[src/rtl/wrapcnt_pkg.sv]
package wrapcnt_pkg;
  // Source select encoding; only the all-zero value has meaning (stopped).
  typedef enum logic [1:0] {
    SRC_OFF = 2'b00,
    SRC_A   = 2'b01,
    SRC_B   = 2'b10,
    SRC_C   = 2'b11
  } src_sel_e;
endpackage

[src/rtl/wrapcnt_core.sv]
module wrapcnt_core #(
  parameter int CNT_W = 16
) (
  input  logic             clk,
  input  logic             rst_n,
  input  logic             tick,
  input  logic             run,
  input  logic [CNT_W-1:0] active_mod,
  output logic [CNT_W-1:0] count,
  output logic             step,
  output logic             at_wrap
);
  localparam logic [CNT_W-1:0] ALL_ONES = '1;

  logic [CNT_W-1:0] wrap_pt;

  // A zero limit behaves as the natural all-ones rollover.
  assign wrap_pt = (active_mod == '0) ? ALL_ONES : active_mod;
  assign at_wrap = (count == wrap_pt);
  assign step    = tick & run;

  always_ff @(posedge clk or negedge rst_n) begin
    if (!rst_n) begin
      count <= '0;
    end else if (step) begin
      count <= at_wrap ? '0 : count + 1'b1;
    end
  end
endmodule

[src/rtl/wrapcnt_modbuf.sv]
module wrapcnt_modbuf #(
  parameter int CNT_W  = 16,
  parameter int BYTE_W = 8
) (
  input  logic              clk,
  input  logic              rst_n,
  input  logic              wr_hi,
  input  logic              wr_lo,
  input  logic [BYTE_W-1:0] wr_data,
  input  logic              run,
  input  logic              step,
  input  logic              at_wrap,
  input  logic [CNT_W-1:0]  count,
  output logic [CNT_W-1:0]  active_mod,
  output logic              pair_open
);
  localparam int LANES = CNT_W / BYTE_W;
  localparam logic [CNT_W-1:0] ALL_ONES = '1;

  logic [LANES-1:0] lane_wr;
  logic [LANES-1:0] seen_q;
  logic [LANES-1:0] seen_nxt;
  logic [CNT_W-1:0] buf_q;
  logic [CNT_W-1:0] buf_nxt;
  logic             armed_q;
  logic             pair_done;
  logic             load_idle;
  logic             load_sync;
  logic [CNT_W-1:0] target;

  // Lane 1 is the upper byte, lane 0 the lower byte.
  assign lane_wr = {wr_hi, wr_lo};

  for (genvar g = 0; g < LANES; g++) begin : g_lane
    logic [BYTE_W-1:0] lane_q;
    always_ff @(posedge clk or negedge rst_n) begin
      if (!rst_n) begin
        lane_q <= '0;
      end else if (lane_wr[g]) begin
        lane_q <= wr_data;
      end
    end
    assign buf_q[g*BYTE_W +: BYTE_W]   = lane_q;
    assign buf_nxt[g*BYTE_W +: BYTE_W] = lane_wr[g] ? wr_data : lane_q;
  end

  assign seen_nxt  = seen_q | lane_wr;
  assign pair_done = (&seen_nxt) & (|lane_wr);
  assign pair_open = ^seen_q;

  // Free-running: transfer on the step onto all-ones.
  assign target    = (active_mod == '0) ? ALL_ONES : buf_q;
  assign load_idle = armed_q & ~run;
  assign load_sync = armed_q & step & ~at_wrap & (count == target - 1'b1);

  always_ff @(posedge clk or negedge rst_n) begin
    if (!rst_n) begin
      seen_q <= '0;
    end else if (pair_done) begin
      seen_q <= '0;
    end else begin
      seen_q <= seen_nxt;
    end
  end

  always_ff @(posedge clk or negedge rst_n) begin
    if (!rst_n) begin
      armed_q <= 1'b0;
    end else if (pair_done && run) begin
      armed_q <= 1'b1;
    end else if (|lane_wr) begin
      armed_q <= 1'b0;
    end else if (load_idle || load_sync) begin
      armed_q <= 1'b0;
    end
  end

  always_ff @(posedge clk or negedge rst_n) begin
    if (!rst_n) begin
      active_mod <= '0;
    end else if (pair_done && !run) begin
      active_mod <= buf_nxt;
    end else if (load_idle || load_sync) begin
      active_mod <= buf_q;
    end
  end
endmodule

[src/rtl/wrapcnt_flag.sv]
module wrapcnt_flag (
  input  logic clk,
  input  logic rst_n,
  input  logic step,
  input  logic at_wrap,
  input  logic pair_open,
  input  logic ovf_ie,
  input  logic ovf_clr,
  output logic ovf_flag,
  output logic ovf_irq
);
  logic set_evt;

  assign set_evt = step & at_wrap & ~pair_open;

  always_ff @(posedge clk or negedge rst_n) begin
    if (!rst_n) begin
      ovf_flag <= 1'b0;
    end else if (set_evt) begin
      ovf_flag <= 1'b1;
    end else if (ovf_clr) begin
      ovf_flag <= 1'b0;
    end
  end

  assign ovf_irq = ovf_flag & ovf_ie & ~pair_open;
endmodule

[src/rtl/wrapcnt_top.sv]
module wrapcnt_top #(
  parameter int CNT_W  = 16,
  parameter int BYTE_W = 8
) (
  input  logic              clk,
  input  logic              rst_n,
  input  logic              tick,
  input  logic [1:0]        clk_sel,
  input  logic              mod_hi_wr,
  input  logic              mod_lo_wr,
  input  logic [BYTE_W-1:0] wr_data,
  input  logic              ovf_ie,
  input  logic              ovf_clr,
  output logic [CNT_W-1:0]  count,
  output logic [CNT_W-1:0]  modulo,
  output logic              ovf_flag,
  output logic              ovf_irq
);
  import wrapcnt_pkg::*;

  logic run;
  logic step;
  logic at_wrap;
  logic pair_open;

  assign run = (clk_sel != SRC_OFF);

  wrapcnt_core #(.CNT_W(CNT_W)) u_core (
    .clk        (clk),
    .rst_n      (rst_n),
    .tick       (tick),
    .run        (run),
    .active_mod (modulo),
    .count      (count),
    .step       (step),
    .at_wrap    (at_wrap)
  );

  wrapcnt_modbuf #(.CNT_W(CNT_W), .BYTE_W(BYTE_W)) u_modbuf (
    .clk        (clk),
    .rst_n      (rst_n),
    .wr_hi      (mod_hi_wr),
    .wr_lo      (mod_lo_wr),
    .wr_data    (wr_data),
    .run        (run),
    .step       (step),
    .at_wrap    (at_wrap),
    .count      (count),
    .active_mod (modulo),
    .pair_open  (pair_open)
  );

  wrapcnt_flag u_flag (
    .clk       (clk),
    .rst_n     (rst_n),
    .step      (step),
    .at_wrap   (at_wrap),
    .pair_open (pair_open),
    .ovf_ie    (ovf_ie),
    .ovf_clr   (ovf_clr),
    .ovf_flag  (ovf_flag),
    .ovf_irq   (ovf_irq)
  );
endmodule

[config.mk]
export PLATFORM = sky130hd
export DESIGN_NAME = wrapcnt_top
export DESIGN_NICKNAME = d
export VERILOG_FILES = /design/src/rtl/wrapcnt_pkg.sv /design/src/rtl/wrapcnt_core.sv /design/src/rtl/wrapcnt_modbuf.sv /design/src/rtl/wrapcnt_flag.sv /design/src/rtl/wrapcnt_top.sv
export SDC_FILE = /design/constraint.sdc
export NUM_CORES = 1
export LEC_CHECK = 0
export BUFFER_PORTS_ARGS = -buffer_cell sky130_fd_sc_hd__buf_2
export CAP_MARGIN = 20
export CELL_PAD_IN_SITES_DETAIL_PLACEMENT = 1
export CELL_PAD_IN_SITES_GLOBAL_PLACEMENT = 1
export CORE_MARGIN = 2
export CORE_UTILIZATION = 44
export CTS_CLUSTER_DIAMETER = 150
export DETAILED_ROUTE_END_ITERATION = 6
export MAX_ROUTING_LAYER = met4
export PLACE_DENSITY = 0.77
export REMOVE_ABC_BUFFERS = 1
export SKIP_CTS_REPAIR_TIMING = 1
export SLEW_MARGIN = 10
export SYNTH_ARGS = -nofsm -noshare
export SYNTH_HDL_FRONTEND = slang
export SYNTH_SLANG_ARGS = --single-unit
export TNS_END_PERCENT = 20
[constraint.sdc]
create_clock -name clk -period 5.7 [get_ports clk]
set_input_delay 0 -clock clk [delete_from_list [all_inputs] [get_ports clk]]
set_output_delay 0 -clock clk [all_outputs]
set_load 0.005 [all_outputs]
==> results of run 1 <==
worst max-delay path: stages (launching register included):
cell	delay, ns
dfrtp_1	0.45
nor4_2	0.07
buf_4	0.18
and4_1	0.25
nor2_1	0.15
ha_1	0.23
or4b_1	0.56
or2_1	0.30
xnor2_1	0.17
a2111oi_0	0.42
o2111ai_1	0.19
nor4b_2	0.53
a41oi_4	0.49
mux2i_1	0.31
a21oi_1	0.09
state kept, by name, summed over array words and instances, names as in the netlist:
signal / flops
u_modbuf.g_lane.lane_q: 16
u_modbuf.active_mod: 16
u_modbuf.armed_q: 1
u_core.count: 16
u_modbuf.seen_q: 2
u_flag.ovf_flag: 1
layout make-up:
| type | instances | area share |
|---|---|---|
| flip-flops and latches | 52 | 0.332 |
| clock buffers | 6 | 0.0210 |
| well taps | 102 | 0.0325 |
| clock inverters | 2 | 0.00351 |
| repair buffers | 66 | 0.102 |
| inverters | 6 | 0.00574 |
| multi-input cells | 282 | 0.504 |
worst min path at each step:
stage                from                      endpoint  slack [ns]  depth (start not counted)
2_1_floorplan       rst_n               u_core.count[0]       -0.30                          0
4_1_cts             rst_n               u_core.count[4]       -0.18                          2
3_3_place_gp        rst_n               u_core.count[4]        0.16                          2
3_5_place_dp        rst_n               u_core.count[4]        0.16                          2
6_report       wr_data[1]  u_modbuf.g_lane[1].lane_q[1]     -0.0005                          2
5_1_grt        wr_data[1]  u_modbuf.g_lane[0].lane_q[1]       0.004                          2
metrics by stage:
stage / total power, mW / util
finish: 1.17 / 0.516
global route: 1.25 / 0.516
CTS: 1.18 / 0.502
detailed placement: 0.941 / 0.489
global placement: 0.925 / 0.489
floorplan: 0.766 / -
power by group:
| part | internal, mW | switching [mW] |
|---|---|---|
| Combinational | 0.190 | 0.188 |
| Clock | 0.0998 | 0.133 |
| Sequential | 0.433 | 0.128 |
| Total | 0.723 | 0.449 |
cell usage after synthesis (5+ instances only):
cell type | number | area, um^2
a21oi_1 | 24 | 120
a41oi_1 | 12 | 105
clkbuf_1 | 17 | 63.8
dfrtp_1 | 52 | 1300
inv_1 | 6 | 22.5
mux2_2 | 15 | 169
mux2i_1 | 18 | 180
nand2_1 | 19 | 71.3
nand3_1 | 13 | 65.1
nand4_1 | 5 | 31.3
nor2_1 | 46 | 173
nor3_1 | 8 | 40.0
nor4_1 | 8 | 50.1
o21ai_0 | 9 | 45.0
o21ai_1 | 8 | 40.0
or3_1 | 7 | 43.8
xnor2_1 | 28 | 245
xor2_1 | 8 | 70.1
routing by layer:
| layer | vias up | track usage | wire [um] |
|---|---|---|---|
| li1 | 1432 | - | - |
| met1 | 1497 | 0.335 | 4570 |
| met2 | 77 | 0.406 | 4890 |
| met3 | 15 | 0.0362 | 487 |
| met4 | 0 | 0.0672 | 131 |
| met5 | - | - | 0 |
cell families after synthesis:
logic type / share of synthesized area
buf+inv: 0.0438
mux: 0.103
xor+xnor: 0.0993
fa+ha+maj: 0.00736
flops: 0.383
compound gates: 0.164
simple gates: 0.200
==> results_dict.tcl, run 1 <==
set metrics [dict create \
    status "finished, violations left" \
    violations "hold timing" \
    critPathCaptureType "flip-flop" \
    dp_hpwl_um 7530 \
    track_usage 0.252 \
    worstReg2RegEnd "u_modbuf.active_mod[2]" \
    instances_no_fill 516 \
    n_antenna_cell 0 \
    clk_pin_slew_ns 0.11 \
    irDropWorstVdd_v 0.000139 \
    worst-setup-path-type "flip-flop to flip-flop" \
    vias_per_cell 5.85 \
    min_path_type "input pin to flip-flop" \
    crit_arrival_ns 4.70 \
    root_buffer "clkbuf_8" \
    antenna_found_initial 0 \
    rsz0062_at_grt "no" \
    yosysWarnings 0 \
    finalMaxSlewViolations 0 \
    ys_seq_area_frac 0.383 \
    whs_ns -0.000535 \
    grt_pass1_wl_um 16300 \
    dieArea_mm2 0.00845 \
    worst_slew_pin_slew_ns 0.950 \
    synth_ff_type "dfrtp_1" \
    avgRoutedWirePerCell_um 19.5 \
    start_kind "flip-flop" \
    endpoint "u_modbuf.active_mod[2]" \
    cts_tree "yes" \
    drive_above_1_share 0.229 \
    final_common_cell "dfrtp_1" \
    drc_errors 0 \
    rows 32 \
    dp_slack_ns 1.21 \
    drv_cap 0 \
    die_h_um 91.9 \
    power_density_mw_per_mm2 299 \
    async_flop_share 1.00 \
    layout_setup_ws_ns 1.18 \
    clock_latency_ns 0.31 \
    place_congestion 0.877 \
    port_buffers 50 \
    grt_max_degree 53 \
    n_fill_cell 905 \
    cts.sinks 52 \
    ioPinCount 51 \
    final_hold_viol_count 2 \
    finalClockSkew_ns 0.0109 \
    fin_crit_ns 4.52 \
    synthCells 364 \
    placed_cells 498 \
    regArea_mm2 0.00130 \
    setup_viol 0 \
    reg2reg_depth 14 \
    r2r_slack_ns 1.18 \
    nets 432 \
    crit_fanout 16 \
    syn2layout_area_growth_pct 15.4 \
    final_cell_mix "52 x dfrtp_1, 50 x buf_2, 46 x nor2_1" \
    placed_area_mm2 0.00372 \
    htree_levels 2 \
    cts_made_buffers 5 \
    ys_types 57 \
    wl_um 10100 \
    critPathRequiredTime_ns 5.88 \
    overflow 0 \
    initialDrtViolationCount 214 \
    grt_pass1_vias 3059 \
    design.core.area_mm2 0.00761 \
    avgSynthCellArea_um2 9.34 \
    firstDrtPassIters 6 \
    netlist_area_mm2 0.00340 \
    synth_edf_count 0 \
    period_share 0.793 \
    cts_buffer_depth 2 \
    rr_startpoint "u_modbuf.active_mod[4]" \
    synth-seq-cells 52 \
    start_util 0.447 \
    max_freq_ghz 0.221 \
    vias 3021 \
    multiInputGateArea_mm2 0.00198 \
    leakagePower_nw 1.67 \
    finalInstanceArea_mm2 0.00392 \
    ant_nets 0 \
    slew_headroom 0.350 \
    die_x_um 91.9 \
    cp-startpoint "u_modbuf.active_mod[4]" \
    finalSetupTns_ns 0 \
]
Power figures use the tool's default switching activity.
==> run 2, diff against run 1 <==
--- a/config.mk
+++ b/config.mk
@@ -5,16 +5,17 @@
 export SDC_FILE = /design/constraint.sdc
 export NUM_CORES = 1
 export LEC_CHECK = 0
+export ABC_AREA = 1
 export BUFFER_PORTS_ARGS = -buffer_cell sky130_fd_sc_hd__buf_2
 export CAP_MARGIN = 20
 export CELL_PAD_IN_SITES_DETAIL_PLACEMENT = 1
 export CELL_PAD_IN_SITES_GLOBAL_PLACEMENT = 1
 export CORE_MARGIN = 2
-export CORE_UTILIZATION = 44
+export CORE_UTILIZATION = 41
 export CTS_CLUSTER_DIAMETER = 150
 export DETAILED_ROUTE_END_ITERATION = 6
 export MAX_ROUTING_LAYER = met4
-export PLACE_DENSITY = 0.77
+export PLACE_DENSITY = 0.78
 export REMOVE_ABC_BUFFERS = 1
 export SKIP_CTS_REPAIR_TIMING = 1
 export SLEW_MARGIN = 10
==> constraint.sdc (replaced) <==
create_clock -name clk -period 4.3 [get_ports clk]
set_input_delay 0 -clock clk [delete_from_list [all_inputs] [get_ports clk]]
set_output_delay 0 -clock clk [all_outputs]
set_load 0.005 [all_outputs]
==> run 2 against run 1 <==
Die area rose by 16%. Highest routed layer unchanged. Non-clock buffer count decreased by 7. Register-to-register slack about the same. Flip-flop and latch count stayed put. Combinational power rose by 120%. The run still ends with hold timing left. Synthesized cell count rose by 59%.
==> results_dict.tcl, run 2 <==
set metrics [dict create \
    grt_max_degree 60 \
    reg.largest.list "u_core.count (16), u_modbuf.active_mod (16), u_modbuf.g_lane.lane_q (16)" \
    grt_pass1_wl_um 19700 \
    internal_power_mw 1.14 \
    n_antenna_cell 0 \
    p_switching_mw 0.862 \
    initialDrtViolationCount 145 \
    dp_hpwl_um 9130 \
    n_fill_cell 1206 \
    hold_path_depth 3 \
    design.core.area_mm2 0.00872 \
    cts_made_buffers 5 \
    synth_edf_count 0 \
    min_to "u_modbuf.g_lane[1].lane_q[5]" \
    fin_crit_ns 3.11 \
    cts_buffer_depth 2 \
    htree_levels 2 \
    leakagePower_nw 2.35 \
    synth-seq-cells 52 \
    port_buffers 50 \
    rows 34 \
    status "finished, violations left" \
    clk_pin_slew_ns 0.11 \
    netlist_area_mm2 0.00370 \
    drc_errors 0 \
    final_hold_viol_count 5 \
    avgRoutedWirePerCell_um 16.1 \
    track_usage 0.260 \
    grt_pass1_vias 3890 \
    critPathCaptureType "flip-flop" \
    synth_ff_type "dfrtp_1" \
    yosysWarnings 0 \
    overflow 0 \
    avgSynthCellArea_um2 6.39 \
    setup_viol 0 \
    root_buffer "clkbuf_8" \
    violations "hold timing" \
    antenna_found_initial 0 \
    synth.most_common_cell "nand2_1" \
    vias 3905 \
    synthTopCellsByArea "dfrtp_1 35%, nand2_1 20%, inv_1 8.8%, nand3_1 7.2%, o21ai_0 6.1%" \
    start_kind "flip-flop" \
    cts_tree "yes" \
    firstDrtPassIters 4 \
    yosys.area.top_type "dfrtp_1" \
    ys_types 30 \
    finalInstanceArea_mm2 0.00419 \
    finalSetupTns_ns 0 \
    crit_arrival_ns 3.37 \
    ioPinCount 51 \
    wl_um 11800 \
    slew_headroom 0.485 \
    dp_slack_ns 1.23 \
    worst-setup-path-type "flip-flop to flip-flop" \
    multiInputGateArea_mm2 0.00195 \
    vias_per_cell 5.31 \
    nets 646 \
    die_h_um 98.9 \
    crit_fanout 18 \
    period_share 0.723 \
    hp-start "wr_data[5]" \
    syn2layout_area_growth_pct 13.3 \
    whs_ns -0.0366 \
    start_util 0.424 \
    placed_area_mm2 0.00400 \
    cts.sinks 52 \
    clock_latency_ns 0.32 \
    regArea_mm2 0.00130 \
    drive_above_1_share 0.118 \
    power_density_mw_per_mm2 477 \
    rr_startpoint "u_modbuf.active_mod[15]" \
    drv_cap 0 \
    finalMaxSlewViolations 0 \
    rsz0062_at_grt "no" \
    final_common_cell "nand2_1" \
    place_congestion 0.876 \
    async_flop_share 1.00 \
    irDropWorstVdd_v 0.000164 \
    synthCells 578 \
    swShare 0.432 \
    yosys-top-cells-count "197 x nand2_1, 87 x inv_1, 53 x nand3_1" \
    critPathRequiredTime_ns 4.56 \
    layout_setup_ws_ns 1.19 \
    power_frac_seq 0.374 \
    worstReg2RegEnd "u_modbuf.active_mod[14]" \
    dieArea_mm2 0.00979 \
    worst_slew_pin_slew_ns 0.771 \
    synth_top_cell_area_share 0.352 \
    max_freq_ghz 0.322 \
    min_path_type "input pin to flip-flop" \
    die_x_um 98.9 \
    pwr-share-comb 0.419 \
    ys_seq_area_frac 0.352 \
    ant_nets 0 \
    clkPwrFrac 0.207 \
    reg2reg_depth 19 \
    finalClockSkew_ns 0.00996 \
    final_cell_mix "197 x nand2_1, 87 x inv_1, 53 x nand3_1" \
    r2r_slack_ns 1.19 \
]
## run 2: layout make-up
cell class | instances | area share
Multi-Input combinational cell | 418 | 0.465
Sequential cell | 52 | 0.311
Inverter | 91 | 0.0816
Timing Repair Buffer | 59 | 0.0795
Tap cell | 108 | 0.0323
Clock buffer | 5 | 0.0164
Clock inverter | 2 | 0.0143
## run 2: cells by family (layout without fill, tap and decap cells)
group,count (synthesis),in the layout,synth area share
AND/OR/NAND/NOR,349,349,0.414
buffers and inverters,108,157,0.121
XOR/XNOR,13,13,0.0308
AO/OA/AOI/OAI,54,54,0.0755
flip-flops,52,52,0.352
adder cells (fa/ha/maj),2,2,0.00677
## run 2: power by group through the flow
stage	registers (mW)	logic [mW]	clock network, mW
floorplan	0.715	0.541	0
global placement	0.743	0.797	0
detailed placement	0.753	0.829	0
CTS	0.743	0.837	0.421
global route	0.763	0.961	0.441
finish	0.747	0.837	0.413
## run 2: worst max-delay path, stage by stage (launching register included)
cell,delay [ns]
dfrtp_1,0.45
nor2_1,0.13
nand2_1,0.10
nor2_2,0.16
nand2_4,0.07
nand2_1,0.12
inv_2,0.07
ha_1,0.30
o21ai_0,0.08
a211oi_1,0.24
nand3_1,0.10
nor2_1,0.15
nand3_1,0.09
nor2_1,0.12
nand2_1,0.07
nor2_2,0.15
nand3_4,0.23
nand3_4,0.25
nand2_1,0.11
nand2_1,0.07
## run 2: worst max-delay path by stage
stage / start / end / slack, ns / cells past startpoint
4_1_cts: u_modbuf.active_mod[15] / u_modbuf.active_mod[14] / 1.18 / 19
3_5_place_dp: u_modbuf.active_mod[15] / u_modbuf.active_mod[14] / 1.23 / 19
2_1_floorplan: u_modbuf.active_mod[3] / u_modbuf.active_mod[0] / 1.51 / 19
3_3_place_gp: u_modbuf.active_mod[3] / u_modbuf.active_mod[1] / 1.34 / 19
6_report: u_modbuf.active_mod[15] / u_modbuf.active_mod[14] / 1.19 / 19
5_1_grt: u_modbuf.active_mod[13] / u_modbuf.active_mod[8] / 0.89 / 19
## run 2: metal layers
layer | vias up | GRT usage | part of all wire
li1 | 1914 | - | -
met1 | 1914 | 0.355 | 0.48
met2 | 65 | 0.419 | 0.48
met3 | 12 | 0.0298 | 0.026
met4 | 0 | 0.0516 | 0.012
met5 | - | - | 0
## run 2: per-stage QoR
step	power [mW]	hold WS, ns	util	cells
after global placement	1.54	0.170	0.459	722
after floorplan	1.26	-0.296	-	561
after CTS	2.00	-0.163	0.473	729
final	2.00	-0.0366	0.480	735
after detailed placement	1.58	0.180	0.459	722
after global routing	2.16	0.00770	0.480	735
==> run 3, diff against run 2 <==
--- a/config.mk
+++ b/config.mk
@@ -5,17 +5,17 @@
 export SDC_FILE = /design/constraint.sdc
 export NUM_CORES = 1
 export LEC_CHECK = 0
-export ABC_AREA = 1
+export ABC_AREA = 0
 export BUFFER_PORTS_ARGS = -buffer_cell sky130_fd_sc_hd__buf_2
 export CAP_MARGIN = 20
 export CELL_PAD_IN_SITES_DETAIL_PLACEMENT = 1
 export CELL_PAD_IN_SITES_GLOBAL_PLACEMENT = 1
 export CORE_MARGIN = 2
-export CORE_UTILIZATION = 41
+export CORE_UTILIZATION = 44
 export CTS_CLUSTER_DIAMETER = 150
 export DETAILED_ROUTE_END_ITERATION = 6
 export MAX_ROUTING_LAYER = met4
-export PLACE_DENSITY = 0.78
+export PLACE_DENSITY = 0.77
 export REMOVE_ABC_BUFFERS = 1
 export SKIP_CTS_REPAIR_TIMING = 1
 export SLEW_MARGIN = 10
==> constraint.sdc (replaced) <==
create_clock -name clk -period 2.9 [get_ports clk]
set_input_delay 0 -clock clk [delete_from_list [all_inputs] [get_ports clk]]
set_output_delay 0 -clock clk [all_outputs]
set_load 0.005 [all_outputs]
==> run 3 against run 2 <==
The flow finishes with violations (setup timing). Utilization increased by 14 points. Sequential power increased by 33%. Via count down 11%. Non-clock buffer count up 77. Clock skew grew 0.00079 ns. Register-to-register slack worse by 2.1 ns. Critical path depth decreased by 4. Flip-flop and latch count did not move. Global-route usage up 3.5 points. Total power up 42%. Final area rose by 13%.
==> results_dict.tcl, run 3 (same netlist as run 1, synthesis figures left out) <==
set metrics [dict create \
    finalClockSkew_ns 0.0107 \
    crit_arrival_ns 3.96 \
    period_share 1.30 \
    fin_crit_ns 3.77 \
    grt_max_degree 42 \
    critPathCaptureType "flip-flop" \
    n_antenna_cell 0 \
    final_cell_mix "70 x buf_4, 52 x dfrtp_1, 50 x buf_2" \
    clk_pin_slew_ns 0.10 \
    cts.sinks 52 \
    start_kind "flip-flop" \
    rsz0062_at_grt "yes" \
    crit_fanout 6 \
    vias_per_cell 5.95 \
    ioPinCount 51 \
    drive_above_1_share 0.377 \
    dieArea_mm2 0.00845 \
    violations "setup timing" \
    antenna_found_initial 0 \
    status "finished, violations left" \
    critPathRequiredTime_ns 3.09 \
    finalPower_mw 2.85 \
    clock_latency_ns 0.32 \
    grt_pass1_wl_um 18900 \
    drv_cap 0 \
    min_path_type "input pin to flip-flop" \
    drc_errors 0 \
    start_util 0.447 \
    port_buffers 50 \
    root_buffer "clkbuf_8" \
    finalMaxSlewViolations 0 \
    cts_tree "yes" \
    setup_viol 17 \
    n_fill_cell 871 \
    die_x_um 91.9 \
    firstDrtPassIters 5 \
    leakagePower_nw 2.07 \
    htree_levels 2 \
    whs_ns 0.0453 \
    nets 502 \
    ant_nets 0 \
    max_freq_ghz 0.265 \
    cts_buffer_depth 2 \
    final_hold_viol_count 0 \
    vias 3479 \
    place_congestion 0.927 \
    overflow 0 \
    dp_hpwl_um 8930 \
    power_density_mw_per_mm2 603 \
    wl_um 13400 \
    worst-setup-path-type "flip-flop to flip-flop" \
    die_h_um 91.9 \
    layout_setup_ws_ns -0.871 \
    reg.largest.list "u_core.count (16), u_modbuf.active_mod (16), u_modbuf.g_lane.lane_q (16)" \
    rows 32 \
    syn2layout_area_growth_pct 38.7 \
    grt_pass1_vias 3576 \
    design.core.area_mm2 0.00761 \
    initialDrtViolationCount 249 \
    avgRoutedWirePerCell_um 22.9 \
    slew_headroom 0.368 \
    cts_made_buffers 5 \
    worst_slew_pin_slew_ns 0.947 \
    irDropWorstVdd_v 0.000362 \
    track_usage 0.295 \
    final_common_cell "buf_4" \
]
## run 3: cell count changes in the layout (fill, tap and decap cells not counted), sizes merged, moves of 10 or more
cell,previous run,this run
nand3,57,13
xnor2,1,28
nand4,24,5
o21ai,46,17
nor2,56,46
a21oi,4,24
mux2,0,15
or3,0,10
nand2,198,19
a41oi,0,13
inv,88,6
buf,53,125
mux2i,0,18
## run 3: area by class of cell
type	instances	area, um^2	area share
Sequential cell	52	1300	0.276
Multi-Input combinational cell	282	2160	0.458
Tap cell	102	128	0.0271
Clock buffer	5	68.8	0.0146
Clock inverter	2	60.1	0.0127
Inverter	6	22.5	0.00477
Timing Repair Buffer	136	978	0.207
## run 3: critical path: stages, from the launching register on
cell and delay, ns:
dfrtp_1 0.43, nor4_4 0.06, and4_4 0.22, nor2_4 0.13, ha_4 0.15, or4b_4 0.47
buf_6 0.15, nor4_4 0.30, xnor2_2 0.18, buf_4 0.17, mux2i_4 0.26, o211ai_4 0.14
a41oi_4 0.40, clkbuf_16 0.24, mux2i_1 0.23, a21oi_1 0.09
## run 3: final timing paths
check	slack, ns	end	from	cells after the start
max in group asynchronous	1.78	u_modbuf.seen_q[1]	rst_n	3
min in group asynchronous	0.35	u_core.count[2]	rst_n	2
max reg2reg	-0.87	u_modbuf.active_mod[10]	u_modbuf.active_mod[13]	15
min	0.05	u_modbuf.armed_q	clk_sel[1]	3
max	-0.87	u_modbuf.active_mod[10]	u_modbuf.active_mod[13]	15
min reg2reg	0.56	u_modbuf.seen_q[1]	u_modbuf.seen_q[0]	1
## run 3: routing by layer
metal / wire length, um / vias to the layer above / track usage
met1: 5390 / 1727 / 0.370
met2: 6850 / 134 / 0.491
met5: 0 / - / -
met3: 554 / 55 / 0.0403
met4: 584 / 0 / 0.106
li1: - / 1563 / -
## run 3: through the flow
stage          setup TNS (ns)   util  instance area [um^2]  instances  setup slack, ns
2_1_floorplan          -43.02      -                  3270        340            -1.88
3_3_place_gp           -12.87  0.556                  4230        562           -0.825
3_5_place_dp           -13.75  0.556                  4230        562           -0.860
4_1_cts                -14.40  0.573                  4360        569           -0.897
5_1_grt                -14.78  0.620                  4720        585           -0.956
6_report               -13.27  0.620                  4720        585           -0.871
## run 3: power by group
part | switching, mW | leakage [nW] | total, mW | internal (mW)
Sequential | 0.144 | 0.631 | 0.997 | 0.853
Combinational | 0.649 | 1.38 | 1.24 | 0.591
Clock | 0.269 | 0.0642 | 0.609 | 0.340
Total | 1.06 | 2.07 | 2.85 | 1.78
